[src/rtl/pkt_rx_pkg.sv]
// Shared types and bytewise helper functions for the packet receive path.
// Assumes byte-wide data and MSB-first bit order in both CRC and whitening.
package pkt_rx_pkg;

    typedef enum logic [2:0] {
        S_IDLE   = 3'd0,
        S_LEN    = 3'd1,
        S_PAY    = 3'd2,
        S_CRC_HI = 3'd3,
        S_CRC_LO = 3'd4
    } rx_state_e;

    localparam logic [15:0] CRC_POLY = 16'h1021;
    localparam logic [15:0] CRC_SEED = 16'h1D0F;
    localparam logic [8:0]  PN_SEED  = 9'h1FF;

    // Fold one byte into the CRC, MSB first.
    function automatic logic [15:0] crc16_byte(input logic [15:0] c, input logic [7:0] d);
        logic [15:0] r;
        logic        fb;
        r = c;
        for (int i = 7; i >= 0; i--) begin
            fb = r[15] ^ d[i];
            r  = {r[14:0], 1'b0} ^ (fb ? CRC_POLY : 16'h0000);
        end
        return r;
    endfunction

    // Advance the PN9 register by one byte (eight steps).
    function automatic logic [8:0] pn9_adv8(input logic [8:0] s);
        logic [8:0] r;
        r = s;
        for (int i = 0; i < 8; i++) begin
            r = {r[0] ^ r[5], r[8:1]};
        end
        return r;
    endfunction

    // Address filter decision for the four filter modes.
    function automatic logic addr_pass(input logic [1:0] mode, input logic [7:0] a,
                                       input logic [7:0] node);
        logic r;
        case (mode)
            2'b00:   r = 1'b1;
            2'b01:   r = (a == node);
            2'b10:   r = (a == node) || (a == 8'h00);
            default: r = (a == node) || (a == 8'h00) || (a == 8'hFF);
        endcase
        return r;
    endfunction

endpackage

[src/rtl/prx_dewhiten.sv]
// PN9 dewhitening mask generator. Restarts at each frame start and
// advances by one byte for every byte consumed inside a frame.
// Assumes restart and advance never coincide (start pulse has no byte).
module prx_dewhiten
    import pkt_rx_pkg::*;
#(
    parameter int DATA_W = 8
) (
    input  logic              clk,
    input  logic              rst_n,
    input  logic              restart,
    input  logic              advance,
    input  logic              enable,
    output logic [DATA_W-1:0] mask
);
    logic [8:0] pn_q;

    // Register holds the mask source for the byte now on the input.
    always_ff @(posedge clk) begin
        if (!rst_n)       pn_q <= PN_SEED;
        else if (restart) pn_q <= PN_SEED;
        else if (advance) pn_q <= pn9_adv8(pn_q);
    end

    // Mask is zero when whitening is off.
    assign mask = enable ? DATA_W'(pn_q[7:0]) : '0;

    // the PN9 register never locks up in the all-zero state.
    p_lfsr_live_r6: assert property (@(posedge clk) disable iff (!rst_n)
        pn_q != 9'h000);

endmodule

[src/rtl/prx_crc16.sv]
// Running CRC-16 over plain payload bytes; cleared at frame start.
// Assumes clear and update never occur in the same cycle.
module prx_crc16
    import pkt_rx_pkg::*;
(
    input  logic        clk,
    input  logic        rst_n,
    input  logic        clear,
    input  logic        update,
    input  logic [7:0]  data,
    output logic [15:0] crc
);
    logic [15:0] crc_q;

    // Accumulate one byte per update, restart from the seed on clear.
    always_ff @(posedge clk) begin
        if (!rst_n)      crc_q <= CRC_SEED;
        else if (clear)  crc_q <= CRC_SEED;
        else if (update) crc_q <= crc16_byte(crc_q, data);
    end

    assign crc = crc_q;

    // the accumulator only moves when a payload byte is folded in.
    p_crc_quiet_r7: assert property (@(posedge clk) disable iff (!rst_n)
        (!clear && !update) |=> $stable(crc_q));

endmodule

[src/rtl/prx_fifo.sv]
// Receive FIFO with first-word-fall-through read, a frame-start mark,
// rollback to that mark and a full flush. Writes when full are dropped.
// Assumes no pops occur between mark and rollback (the top blocks them).
module prx_fifo #(
    parameter int DEPTH  = 64,
    parameter int DATA_W = 8
) (
    input  logic                          clk,
    input  logic                          rst_n,
    input  logic                          wr_en,
    input  logic [DATA_W-1:0]             wr_data,
    input  logic                          rd_en,
    input  logic                          mark,
    input  logic                          rollback,
    input  logic                          flush,
    output logic [DATA_W-1:0]             rd_data,
    output logic [$clog2(DEPTH+1)-1:0]    level,
    output logic                          empty,
    output logic                          full
);
    localparam int AW = $clog2(DEPTH);
    localparam int CW = $clog2(DEPTH + 1);
    localparam logic [AW-1:0] LAST = AW'(DEPTH - 1);

    logic [DATA_W-1:0] mem [DEPTH];
    logic [AW-1:0]     wr_ptr, rd_ptr, mark_ptr;
    logic [CW-1:0]     count, mark_cnt;
    logic              do_wr, do_rd;

    assign empty   = (count == '0);
    assign full    = (count == CW'(DEPTH));
    assign do_wr   = wr_en && !full;
    assign do_rd   = rd_en && !empty;
    assign rd_data = mem[rd_ptr];
    assign level   = count;

    // Storage array, written only when space remains.
    always_ff @(posedge clk) begin
        if (do_wr) mem[wr_ptr] <= wr_data;
    end

    // Snapshot of the write side taken at frame start.
    always_ff @(posedge clk) begin
        if (!rst_n) begin
            mark_ptr <= '0;
            mark_cnt <= '0;
        end else if (mark) begin
            mark_ptr <= wr_ptr;
            mark_cnt <= count;
        end
    end

    // Pointer and occupancy update; flush beats rollback beats traffic.
    always_ff @(posedge clk) begin
        if (!rst_n || flush) begin
            wr_ptr <= '0;
            rd_ptr <= '0;
            count  <= '0;
        end else if (rollback) begin
            wr_ptr <= mark_ptr;
            count  <= mark_cnt;
        end else begin
            if (do_wr) wr_ptr <= (wr_ptr == LAST) ? '0 : wr_ptr + 1'b1;
            if (do_rd) rd_ptr <= (rd_ptr == LAST) ? '0 : rd_ptr + 1'b1;
            count <= count + CW'(do_wr) - CW'(do_rd);
        end
    end

    p_no_overflow_r10: assert property (@(posedge clk) disable iff (!rst_n)
        count <= CW'(DEPTH));
    p_full_holds_r10: assert property (@(posedge clk) disable iff (!rst_n)
        (full && wr_en && !rd_en && !flush && !rollback) |=> full);
    p_flush_empties_r8: assert property (@(posedge clk) disable iff (!rst_n)
        flush |=> empty);

endmodule

[src/rtl/pkt_rx_filter.sv]
// Packet receive handler: parses the length, filters by address, removes
// whitening, checks the CRC and loads plain payload bytes into the FIFO.
// Assumes configuration is stable during a packet, frame_start never comes
// with byte_vld, and cfg_max_len >= 1 in fixed-length mode.
module pkt_rx_filter
    import pkt_rx_pkg::*;
#(
    parameter int FIFO_DEPTH = 64,
    parameter int LEN_W      = 7,
    parameter int DATA_W     = 8
) (
    input  logic                            clk,
    input  logic                            rst_n,
    input  logic                            frame_start,
    input  logic                            byte_vld,
    input  logic [DATA_W-1:0]               byte_data,
    input  logic                            cfg_var_len,
    input  logic [LEN_W-1:0]                cfg_max_len,
    input  logic [DATA_W-1:0]               cfg_node_addr,
    input  logic [1:0]                      cfg_addr_mode,
    input  logic                            cfg_white_en,
    input  logic                            cfg_crc_en,
    input  logic                            cfg_autoclr_en,
    input  logic                            fifo_rd,
    output logic [DATA_W-1:0]               fifo_rdata,
    output logic [$clog2(FIFO_DEPTH+1)-1:0] fifo_level,
    output logic                            fifo_empty,
    output logic                            fifo_full,
    output logic                            payload_ready,
    output logic                            crc_ok
);
    localparam int RW = (LEN_W > DATA_W) ? LEN_W : DATA_W;

    rx_state_e         state, st_n;
    logic [RW-1:0]     remain, remain_n, len_ext, limit_ext;
    logic              addr_due, addr_due_n;
    logic [7:0]        crc_hi, crc_hi_n;
    logic              crc_ok_q, crc_ok_n, ready_q;
    logic [DATA_W-1:0] mask, plain;
    logic [15:0]       crc_val;
    logic              in_frame, take, len_over, addr_hit;
    logic              wr_en, crc_upd, rollback, flush, done, pay_end;

    assign in_frame  = (state != S_IDLE);
    assign take      = byte_vld && in_frame && !frame_start;
    assign plain     = byte_data ^ mask;
    assign len_ext   = RW'(plain);
    assign limit_ext = RW'(cfg_max_len);
    assign len_over  = (len_ext > limit_ext);
    assign addr_hit  = addr_pass(cfg_addr_mode, 8'(plain), 8'(cfg_node_addr));

    prx_dewhiten #(.DATA_W(DATA_W)) u_dewhiten (
        .clk     (clk),
        .rst_n   (rst_n),
        .restart (frame_start),
        .advance (take),
        .enable  (cfg_white_en),
        .mask    (mask)
    );

    prx_crc16 u_crc (
        .clk    (clk),
        .rst_n  (rst_n),
        .clear  (frame_start),
        .update (crc_upd),
        .data   (8'(plain)),
        .crc    (crc_val)
    );

    prx_fifo #(.DEPTH(FIFO_DEPTH), .DATA_W(DATA_W)) u_fifo (
        .clk      (clk),
        .rst_n    (rst_n),
        .wr_en    (wr_en),
        .wr_data  (plain),
        .rd_en    (fifo_rd && !in_frame),
        .mark     (frame_start),
        .rollback (rollback),
        .flush    (flush),
        .rd_data  (fifo_rdata),
        .level    (fifo_level),
        .empty    (fifo_empty),
        .full     (fifo_full)
    );

    // Frame parser: decides per byte whether to store, drop or finish.
    always_comb begin
        st_n       = state;
        remain_n   = remain;
        addr_due_n = addr_due;
        crc_hi_n   = crc_hi;
        crc_ok_n   = crc_ok_q;
        wr_en      = 1'b0;
        crc_upd    = 1'b0;
        rollback   = 1'b0;
        flush      = 1'b0;
        done       = 1'b0;
        pay_end    = 1'b0;
        if (frame_start) begin
            st_n       = cfg_var_len ? S_LEN : S_PAY;
            remain_n   = limit_ext;
            addr_due_n = (cfg_addr_mode != 2'b00);
        end else if (take) begin
            case (state)
                S_LEN: begin
                    if (len_over) begin
                        st_n = S_IDLE;
                    end else begin
                        wr_en      = 1'b1;
                        crc_upd    = 1'b1;
                        remain_n   = len_ext;
                        addr_due_n = (cfg_addr_mode != 2'b00) && (len_ext != '0);
                        if (len_ext == '0) pay_end = 1'b1;
                        else               st_n    = S_PAY;
                    end
                end
                S_PAY: begin
                    if (addr_due && !addr_hit) begin
                        rollback = 1'b1;
                        st_n     = S_IDLE;
                    end else begin
                        wr_en      = 1'b1;
                        crc_upd    = 1'b1;
                        addr_due_n = 1'b0;
                        remain_n   = remain - 1'b1;
                        if (remain == RW'(1)) pay_end = 1'b1;
                    end
                end
                S_CRC_HI: begin
                    crc_hi_n = 8'(plain);
                    st_n     = S_CRC_LO;
                end
                S_CRC_LO: begin
                    crc_ok_n = ({crc_hi, 8'(plain)} == ~crc_val);
                    flush    = !crc_ok_n && cfg_autoclr_en;
                    done     = 1'b1;
                    st_n     = S_IDLE;
                end
                default: st_n = S_IDLE;
            endcase
            if (pay_end) begin
                if (cfg_crc_en) begin
                    st_n = S_CRC_HI;
                end else begin
                    done = 1'b1;
                    st_n = S_IDLE;
                end
            end
        end
    end

    // Parser state and result registers.
    always_ff @(posedge clk) begin
        if (!rst_n) begin
            state    <= S_IDLE;
            remain   <= '0;
            addr_due <= 1'b0;
            crc_hi   <= '0;
            crc_ok_q <= 1'b0;
            ready_q  <= 1'b0;
        end else begin
            state    <= st_n;
            remain   <= remain_n;
            addr_due <= addr_due_n;
            crc_hi   <= crc_hi_n;
            crc_ok_q <= crc_ok_n;
            ready_q  <= done;
        end
    end

    assign payload_ready = ready_q;
    assign crc_ok        = crc_ok_q;

    p_ready_single_r9: assert property (@(posedge clk) disable iff (!rst_n)
        payload_ready |=> !payload_ready);
    p_ready_at_rest_r9: assert property (@(posedge clk) disable iff (!rst_n)
        payload_ready |-> (state == S_IDLE));
    p_oversize_quiet_r3: assert property (@(posedge clk) disable iff (!rst_n)
        (take && state == S_LEN && len_over) |=>
            (!payload_ready && fifo_level == $past(fifo_level)));
    p_reject_quiet_r5: assert property (@(posedge clk) disable iff (!rst_n)
        (take && state == S_PAY && addr_due && !addr_hit) |=>
            (!payload_ready && state == S_IDLE));
    p_no_drain_busy_r10: assert property (@(posedge clk) disable iff (!rst_n)
        (in_frame && fifo_rd && !flush && !rollback) |=>
            (fifo_level >= $past(fifo_level)));
    p_crc_end_ready_r7: assert property (@(posedge clk) disable iff (!rst_n)
        (take && state == S_CRC_LO) |=> payload_ready);

endmodule

[config.mk]
export PLATFORM = sky130hd
export DESIGN_NAME = pkt_rx_filter
export DESIGN_NICKNAME = d
export VERILOG_FILES = /design/src/rtl/pkt_rx_pkg.sv /design/src/rtl/prx_dewhiten.sv /design/src/rtl/prx_crc16.sv /design/src/rtl/prx_fifo.sv /design/src/rtl/pkt_rx_filter.sv
export SDC_FILE = /design/constraint.sdc
export NUM_CORES = 1
export LEC_CHECK = 0
export BUFFER_PORTS_ARGS = -buffer_cell sky130_fd_sc_hd__buf_2
export CORE_ASPECT_RATIO = 1.25
export CORE_MARGIN = 3
export CORE_UTILIZATION = 30
export CTS_BUF_LIST = sky130_fd_sc_hd__clkbuf_8
export DETAILED_ROUTE_END_ITERATION = 7
export GPL_ROUTABILITY_DRIVEN = 0
export HOLD_SLACK_MARGIN = 0.05
export MAX_ROUTING_LAYER = met4
export PLACE_DENSITY = 0.51
export SLEW_MARGIN = 20
export SYNTH_ARGS = -nofsm -noshare
export SYNTH_HDL_FRONTEND = slang
export SYNTH_SLANG_ARGS = --single-unit
[constraint.sdc]
create_clock -name clk -period 8.1 [get_ports clk]
set_clock_uncertainty 0.15 [all_clocks]
set_input_delay 0 -clock clk [delete_from_list [all_inputs] [get_ports clk]]
set_output_delay 0 -clock clk [all_outputs]
set_load 0.1 [all_outputs]
# Word level (Yosys, flattened, before mapping)
# Memories as Yosys holds them, arrays and structs flattened. A register that Yosys moved wholly into a read port is not among the register bits.
# Cells that the tools add are included.
[word_totals] out_inout_bits=19 rom_bits=0 mem_count=1 ramBits=512 word_cells=166 reg_bits=79 latchBits=0
[classes] div=0 magnitude_cmp=1 bitwise_logic=30 n_addsub=5 reduce_logical=36 mul=0 shifts=0 mux=60 n_eq_ne=19
[memory_table] name="u_fifo.mem" words=64 width=8 read_ports=1 rd_ports_with_merged_regs=1 write_ports=1 line_no="prx_fifo.sv:25" text="logic [DATA_W-1:0] mem [DEPTH];"
[ops] operator="$xor 16x16->16" count=8
[ops] operator="$mux 13" count=8
[ops] operator="$mux 6" count=6
[ops] operator="$mux 1" count=26
[ops] operator="$mux 8" count=3
[ops] operator="$mux 7" count=3
[ops] operator="$mux 3" count=6
[ops] operator="$eq 16x16->1" count=1
[ops] operator="$not 16->16" count=1
[ops] operator="$pmux 8 s2" count=1
[ops] operator="$xor 1x1->1" count=16
[ops] operator="$add 6x1->6 const B" count=2
[ops] operator="$eq 6x6->1 const B" count=2
[ops] operator="$pmux 3 s3" count=1
[ops] operator="$reduce_and 3->1" count=3
[ops] operator="$eq 8x1->1 const B" count=1
[ops] operator="$eq 8x8->1" count=1
[ops] operator="$eq 8x8->1 const B" count=1
[ops] operator="$gt 8x7->1" count=1
[ops] operator="$logic_and 1x1->1" count=8
[ops] operator="$logic_not 8->1" count=1
[ops] operator="$reduce_and 4->1" count=2
[ops] operator="$reduce_bool 2->1" count=4
[ops] operator="$reduce_bool 8->1" count=1
[ops] operator="26 further kinds" count=44

# Depth between registers and ports, before layout
# Gate-level depths: netlist of run 1.
[logic_depth] depth_word=26 depth_mapped=22 ltp_nobuf=20

# Cells and area by module
# Synthesis of run 1 repeated with hierarchy kept, for this count alone.
[unflattened] hier_cells=1475 hier_area_um2=24936.4
[modules_own_cells] mod="prx_fifo" cells_per_inst=1108 seq_area_each_um2=16135.5 n_inst=1 area_each_um2=21694.6
[modules_own_cells] mod="pkt_rx_filter" cells_per_inst=227 seq_area_each_um2=440.4 n_inst=1 area_each_um2=1941.9
[modules_own_cells] mod="prx_crc16" cells_per_inst=90 seq_area_each_um2=320.3 n_inst=1 area_each_um2=845.8
[modules_own_cells] mod="prx_dewhiten" cells_per_inst=50 seq_area_each_um2=180.2 n_inst=1 area_each_um2=454.2

# Worst setup path after synthesis of run 1
# Ideal clock, no wire load.
[synth_timing] kind="register -> register" start="register u_fifo.count[2], in the netlist u_fifo.level[2]" end="register u_fifo.count[6], in the netlist u_fifo.level[6]" arrival_ps=6448 path_stages_with_launch=18 period_less_slack_ps=6726 setup_time_ps=128 n_path_buf=0 setup_slack_ps=1374 path_cell_list="dfxtp_1 -> inv_1 -> ha_1 -> nand2_1 -> nor4b_1 -> nor2_1 -> o21ai_2 -> inv_2 -> ha_1 -> fa_1 -> a21oi_1 -> o21bai_1 -> a21oi_1 -> nor2_1 -> nor2_1 -> xnor2_1 -> mux2i_1 -> nor2_1"
[synth_between] elab_chain_len=6 elab_cells_between_ends=9
[synth_rtl] element="start: declaration" line_no="prx_fifo.sv:27" text="logic [CW-1:0] count, mark_cnt;"
[synth_rtl] element="start signal: assignment" line_no="prx_fifo.sv:61" text="count <= mark_cnt;"
[synth_rtl] element="start signal: assignment" line_no="prx_fifo.sv:65" text="count <= count + CW'(do_wr) - CW'(do_rd);"
[synth_rtl] element="$eq 7x7->1" line_no="prx_fifo.sv:31" text="assign full = (count == CW'(DEPTH));"
[synth_rtl] element="net fifo_full" line_no="pkt_rx_filter.sv:28" text="output logic fifo_full,"
[synth_rtl] element="$logic_not 1->1" line_no="prx_fifo.sv:32" text="assign do_wr = wr_en && !full;"
[synth_rtl] element="$logic_and 1x1->1" line_no="prx_fifo.sv:32"
[synth_rtl] element="$add 7x1->7" line_no="prx_fifo.sv:65"
[synth_rtl] element="$sub 7x1->7" line_no="prx_fifo.sv:65"
[synth_rtl] element="$mux 7" line_no="prx_fifo.sv:59" text="end else if (rollback) begin"
# The timed path passes the listed nets, and every way through them passes these cells.
# A chain may end at the register's enable or synchronous reset.

# Final worst setup path of run 1
[layout_timing] start="register u_dewhiten.pn_q[4]" end="register u_fifo.count[6], in the netlist u_fifo.level[6]"
[layout_between] elab_chain_len=16 elab_cells_between_ends=31
[layout_rtl] element="start: declaration" line_no="prx_dewhiten.sv:16" text="logic [8:0] pn_q;"
[layout_rtl] element="start signal: assignment" line_no="prx_dewhiten.sv:22" text="else if (advance) pn_q <= pn9_adv8(pn_q);"
[layout_rtl] element="$mux 8 *" line_no="prx_dewhiten.sv:26" text="assign mask = enable ? DATA_W'(pn_q[7:0]) : '0;"
[layout_rtl] element="$xor 8x8->8 *" line_no="pkt_rx_filter.sv:46" text="assign plain = byte_data ^ mask;"
[layout_rtl] element="net len_ext[4]" line_no="pkt_rx_filter.sv:35" text="logic [RW-1:0] remain, remain_n, len_ext, limit_ext;"
[layout_rtl] element="$eq 8x8->1 or $logic_not 8->1 (tied branches)" line_no="pkt_rx_pkg.sv:45, pkt_rx_pkg.sv:46, pkt_rx_pkg.sv:47"
[layout_rtl] element="$logic_or 1x1->1" line_no="pkt_rx_pkg.sv:46, pkt_rx_pkg.sv:47"
[layout_rtl] element="$logic_or 1x1->1" line_no="pkt_rx_pkg.sv:47" text="default: r = (a == node) || (a == 8'h00) || (a == 8'hFF);"
[layout_rtl] element="$pmux 1 s3" line_no="pkt_rx_pkg.sv:43" text="case (mode)"
[layout_rtl] element="$logic_not 1->1" line_no="pkt_rx_filter.sv:117" text="if (addr_due && !addr_hit) begin"
[layout_rtl] element="$logic_and 1x1->1" line_no="pkt_rx_filter.sv:117"
[layout_rtl] element="$mux 1" line_no="pkt_rx_filter.sv:117"
[layout_rtl] element="$pmux 1 s2" line_no="pkt_rx_filter.sv:103" text="case (state)"
[layout_rtl] element="$mux 1" line_no="pkt_rx_filter.sv:102" text="end else if (take) begin"
[layout_rtl] element="$mux 1" line_no="pkt_rx_filter.sv:98" text="if (frame_start) begin"
[layout_rtl] element="$logic_and 1x1->1" line_no="prx_fifo.sv:32"
[layout_rtl] element="$add 7x1->7" line_no="prx_fifo.sv:65"
[layout_rtl] element="$sub 7x1->7" line_no="prx_fifo.sv:65"
[layout_rtl] element="$mux 7" line_no="prx_fifo.sv:59"
# The timed path passes the listed nets; every way through them passes the cells marked *.

==> results.cfg, run 1 <==
[place]
dp_hpwl_um = 38100
dpl.cell_count = 2489
numPortBuffers = 52

[routing]
ant_nets = 0
wl_per_cell_um = 22.3
first_iter_violations = 864
wl_um = 60300
vias = 13100
first_pass_iters = 5
drt-vias-per-instance = 4.85
drc = 0

[grt]
grt_use_total_pct = 14.4
grt_pass1_wl_um = 91000
antenna_found_initial = 4
grt_max_degree = 112
grt_pass1_vias = 14000
overflow = 0

[clock_network]
clk-insertion-delay-late_ps = 690
clockRootBuffer = clkbuf_8
h-tree-depth = 3
clk_path_buf_depth = 3
clkSlewWorstSetupHoldPaths_ps = 70
cts_tree = built
numCtsBuffers = 96
cts_sinks = 597

[synthesis]
synth_top_family_by_area = multiplexers
syn_avg_cell_area_um2 = 17.6
syn-num-nets = 1481
synthMuxAreaShare_pct = 16.1
synthTopCellsByArea = edfxtp_1, mux4_2, dfxtp_1, nor2_1, xnor2_1
yosysTopAreaCellShare_pct = 61.2
synth-compound-area-share_pct = 3.25
syn_inst = 1426
yosysTopAreaCell = edfxtp_1
yosys_warnings = 0
yosys.area_share.xor_xnor_pct = 3.93
synth-seq-cells = 597
ys_async_sr_fraction_pct = 0
ys.flop_type = edfxtp_1
synth-simple-area-share_pct = 5.48
yosys.area_share.adder_pct = 1.08
synthDistinctLibCells = 73
syn_area_um2 = 25100
seq_area_frac_synth_pct = 68.0
synth-edff-count = 512

[worst_setup_path]
regToRegSetupSlack_ps = 1880
cp_cell_sequence = nand2_1 -> xnor2_1 -> clkinv_2 -> ha_1 -> nand3_1 -> nor2_1 -> a211oi_1 -> nor3_2 -> buf_4 -> o21ai_2 -> inv_2 -> ha_1 -> fa_1 -> a21oi_1 -> o21bai_1 -> a21oi_1 -> nor2_1 -> nor2_1 -> xnor2_1 -> mux2i_1 -> nor2_1
path_common_cell = nor2_1
worstReg2RegStart = u_dewhiten.pn_q[4]
path_class = reg -> reg
crit_path_top_delay_cell = clkinv_2
r2r_cells = 21
critPathMaxStageDelay_ps = 850
crit_path_start_kind = flop
crit_fanout = 65
cp.arrival_ps = 6620
worst_r2r_endpoint = u_fifo.level[6]
required_ps = 8500
cp-end-kind = flop

[cells_and_area]
nets = 1609
layout-drive-gt1-share_pct = 24.9
fillers = 7884
fin_util_pct = 34.7
fin_cells = 2707
syn_to_final_growth_pct = 14.7

[die]
chipHeight_um = 329
initial_core_util_pct = 30.3
dieArea_um2 = 87200
coreArea_um2 = 83000
rows = 118
ios = 53
die_x_um = 265

[power]
p_switching_w = 0.00202
leakage_nw = 9.20
clockPowerShare_pct = 33.3
p_int_w = 0.00517
p_sw_share_pct = 28.1
power_density_nw_per_um2 = 250
design_power_total_w = 0.00718
p_comb_share_pct = 18.1
power_frac_seq_pct = 48.6
ir_worst_vdd_mv = 0.254

[min_path]
whs_endpoint = crc_ok
holdPathStages = 7
holdCritStartpoint = byte_data[2]
hold_path.class = in -> reg

[timing]
tightest_slew_ps = 1110
setup_violations = 0
fin_setup_tns_ps = 0
fin_crit_ps = 6220
min_period_over_period_pct = 76.8
relSlewSlack_pct = 25.8
holdWs_ps = 104
max_freq_ghz = 0.161
rsz0062_at_grt = false
hold_violations = 0
drv_slew = 0

[flow_run]
drv_cap = 0

[outcome]
run_status = complete, no violations
-- cell usage after synthesis, drive strengths merged, types with 4 or more instances --
| library cell | instances |
|---|---|
| edfxtp | 512 |
| mux4 | 168 |
| nor2 | 139 |
| dfxtp | 85 |
| xnor2 | 51 |
| buf | 44 |
| clkbuf | 43 |
| nand2 | 43 |
| inv | 33 |
| o21ai | 32 |
| xor2 | 30 |
| nand3 | 28 |
| mux2i | 27 |
| ha | 20 |
| a21oi | 17 |
| a211oi | 16 |
| o211ai | 14 |
| nor4 | 11 |
| a31oi | 9 |
| or3 | 9 |
| and2 | 8 |
| nand4 | 8 |
| nor3 | 8 |
| xnor3 | 8 |
| a311oi | 6 |
| a21o | 5 |
| nor4bb | 4 |
-- worst max-delay path, delay by kind of cell (launching register included) --
family / cells / cell delay (ps)
and+or+nand+nor: 7 / 650
xor gates and xnor gates: 2 / 560
adders and majority gates: 3 / 1370
DFF: 1 / 500
muxes: 1 / 130
buffers and inverters: 3 / 1260
AOI/OAI and AO/OA: 5 / 1460
-- stage by stage --
stage	cell area [um2]	worst slack, ps
6_report	28800	1880
5_1_grt	28800	1320
4_1_cts	28800	2240
3_5_place_dp	26600	2220
3_3_place_gp	26600	2290
2_1_floorplan	25100	1370
-- layout by cell type (no fill, tap or decap), types with 13 or more instances in the layout --
cell,instances
buf_4,17
o21ai_0,27
a211oi_1,16
o211ai_1,14
xnor2_1,47
mux4_2,168
nand2_1,42
ha_1,20
mux2i_1,27
clkinv_2,13
nor2_1,129
nand3_1,28
inv_1,55
clkinv_1,20
a21oi_1,17
dlygate4sd3_1,47
edfxtp_1,512
buf_2,52
clkbuf_8,101
xor2_1,28
dfxtp_1,82
-- how the worst max path moves through the flow --
stage,start,to,slack (ps),cells after the start
CTS,u_dewhiten.pn_q[5],u_fifo.level[6],2240,21
global route,u_dewhiten.pn_q[4],u_fifo.level[6],1320,21
detailed placement,u_dewhiten.pn_q[5],u_fifo.level[6],2220,21
finish,u_dewhiten.pn_q[4],u_fifo.level[6],1880,21
floorplan,u_fifo.level[2],u_fifo.level[6],1370,17
global placement,u_dewhiten.pn_q[5],u_fifo.level[6],2290,21
-- power groups by stage --
stage	sequential (W)	clock (W)	combinational, W
after floorplan	0.00360	0	0.000910
after global placement	0.00356	0	0.00130
after detailed placement	0.00356	0	0.00131
after CTS	0.00349	0.00246	0.00133
after global routing	0.00350	0.00261	0.00140
final	0.00349	0.00239	0.00130
-- cell families (layout without fill, tap and decap cells) --
kind of cell | count (synthesis) | after routing
buffers and inverters | 120 | 317
AOI/OAI and AO/OA | 120 | 120
adders and majority gates | 21 | 21
DFF | 597 | 597
other | 0 | 4
muxes | 195 | 195
and+or+nand+nor | 282 | 282
xor gates and xnor gates | 91 | 91
-- state kept, by name, summed over array words and instances, names as in the netlist, named ones only --
name	flops
remain	8
u_fifo.mem	512
u_fifo.level	7
u_fifo.mark_cnt	7
u_crc.crc	16
u_fifo.wr_ptr	6
u_dewhiten.pn_q	9
u_fifo.rd_ptr	6
crc_ok	1
crc_hi	8
state	3
payload_ready	1
addr_due	1
u_fifo.mark_ptr	6
-- metal layers --
metal  track usage [%]  vias to the layer above  part of all wire [%]
met5                 -                        -                     0
met3              2.59                       86                   4.2
met2              24.5                      316                    51
met1              17.4                     6812                    42
li1                  -                     5920                     -
met4              4.87                        0                   2.2
-- what timing repair did --
item	4_1_cts	5_1_grt
setup buffers	0	0
hold buffers	47	0
resized for setup	0	0
hold endpoints to repair	83	0
setup endpoints to repair	0	0
-- area by class of cell --
type                       count  area, um2  area share, %
antenna                        4       10.0         0.0348
clock buffer                 101       1390           4.83
clock inverter                66        345           1.20
inverter                      33        129          0.448
multi-input combinational    709       7600           26.4
sequential                   597      17100           59.3
tap                         1080       1350           4.69
timing repair buffer         117        878           3.05
Power figures use the tool's default switching activity.
==> inputs of run 2 (changes only) <==
Settings changed: PLACE_DENSITY 0.51 to 0.53.
Clock period 8.1 ns to 5.63 ns, I/O delays scaled along.
==> results.cfg, run 2 (same netlist as run 1, synthesis figures left out) <==
[timing]
setup_violations = 0
max_freq_ghz = 0.215
rsz0062_at_grt = false
tightest_slew_ps = 1000
min_period_over_period_pct = 82.7
hold_violations = 0
relSlewSlack_pct = 33.0
drv_slew = 0
fin_setup_tns_ps = 0
fin_crit_ps = 4660

[place]
dp_hpwl_um = 38600
dpl.cell_count = 2516
numPortBuffers = 52

[grt]
grt_pass1_vias = 14200
grt_max_degree = 68
grt_use_total_pct = 14.8
grt_pass1_wl_um = 93900
antenna_found_initial = 1
overflow = 0

[worst_setup_path]
r2r_cells = 11
cp.arrival_ps = 4800
crit_start = u_dewhiten.pn_q[1]
worstReg2RegStart = u_dewhiten.pn_q[1]
regToRegSetupSlack_ps = 970
cp-end-kind = flop
crit_fanout = 13
worst_r2r_endpoint = u_fifo.mem[4][3]
crit_path_start_kind = flop
required_ps = 5770
path_class = reg -> reg
crit_path_end = u_fifo.mem[4][3]

[cells_and_area]
fin_cells = 2749
nets = 1642
layout_common_cells = edfxtp_1, mux4_2, nor2_1, clkbuf_8, dfxtp_1
layout-drive-gt1-share_pct = 26.2
syn_to_final_growth_pct = 16.0
largest_register_ffs = 512
top_register = u_fifo.mem
final_common_cell = edfxtp_1

[die]
ios = 53
dieArea_um2 = 87200
rows = 118
initial_core_util_pct = 30.3
die_x_um = 265
chipHeight_um = 329
coreArea_um2 = 83000

[power]
ir_worst_vdd_mv = 0.312
leakage_nw = 9.43
power_density_nw_per_um2 = 361

[routing]
ant_nets = 0
drt-vias-per-instance = 4.90
first_pass_iters = 5
wl_um = 62200
drc = 0
wl_per_cell_um = 22.6
first_iter_violations = 948
vias = 13500

[outcome]
run_status = complete, no violations

[clock_network]
postCtsHoldBufs = 51
cts_tree = built
ctsResizeCount = 0
clockRootBuffer = clkbuf_8
cts_sinks = 597
h-tree-depth = 3
clk-insertion-delay-late_ps = 680
clk_path_buf_depth = 3
post_cts_buffers = 0
numCtsBuffers = 98
clkSlewWorstSetupHoldPaths_ps = 60

[flow_run]
drv_cap = 0

[min_path]
hold_path.class = in -> reg
==> run 2: cell count changes in the layout (fill, tap and decap cells not counted), sizes merged <==
| cell | previous run | this run |
|---|---|---|
| inv | 62 | 68 |
| clkbuf | 101 | 102 |
| diode | 4 | 1 |
| clkinv | 34 | 40 |
| buf | 70 | 97 |
| bufinv | 2 | 3 |
| dlygate4sd3 | 47 | 51 |
==> run 2: through the flow <==
| stage | setup WS [ps] | cell area (um2) | power [W] | hold slack [ps] | util, % |
|---|---|---|---|---|---|
| floorplan | 82.7 | 25100 | 0.00650 | 8.22 | - |
| global placement | 1170 | 26800 | 0.00704 | 134 | 32.3 |
| detailed placement | 1040 | 26800 | 0.00706 | 147 | 32.3 |
| CTS | 969 | 29100 | 0.0107 | 81.3 | 35.1 |
| global route | 726 | 29100 | 0.0110 | 190 | 35.1 |
| finish | 972 | 29100 | 0.0105 | 148 | 35.1 |
==> run 2: worst min-delay path by stage <==
| stage | start | endpoint | cells after the start |
|---|---|---|---|
| after CTS | cfg_white_en | crc_hi[5] | 4 |
| after global routing | rst_n | addr_due | 3 |
| after floorplan | cfg_max_len[2] | remain[2] | 2 |
| after global placement | cfg_max_len[6] | remain[6] | 3 |
| final | cfg_white_en | crc_hi[5] | 4 |
| after detailed placement | cfg_max_len[6] | remain[6] | 3 |
==> run 2: report_power, final <==
| group | switching, W | internal (W) |
|---|---|---|
| Sequential | 0.000125 | 0.00492 |
| Combinational | 0.00112 | 0.000780 |
| Clock | 0.00175 | 0.00183 |
| Total | 0.00299 | 0.00754 |
==> run 2: critical path, cell delays in order (launching register included) <==
cell           delay [ps]
dfxtp_1               550
and4bb_1              240
a31oi_1                40
o21ai_0               260
a41oi_1               250
a31oi_2               210
dlygate4sd3_1         560
buf_4                 180
o21ai_2                90
buf_4                 210
or4b_1                940
nor2_2                570
==> run 2: layer usage <==
layer	GRT usage (%)	up-vias	part of all wire (%)
li1	-	6011	-
met1	18.7	7066	44
met2	25.0	341	51
met3	2.18	63	3.9
met4	3.90	0	1.5
met5	-	-	0
==> run 2: layout make-up <==
| class | count | area (um2) |
|---|---|---|
| diodes | 1 | 2.50 |
| clock buffers | 102 | 1400 |
| clock inverters | 79 | 438 |
| fillers | 7883 | 53800 |
| inverters | 33 | 124 |
| multi-input cells | 709 | 7580 |
| flip-flops and latches | 597 | 17100 |
| well taps | 1080 | 1350 |
| repair buffers | 148 | 1150 |
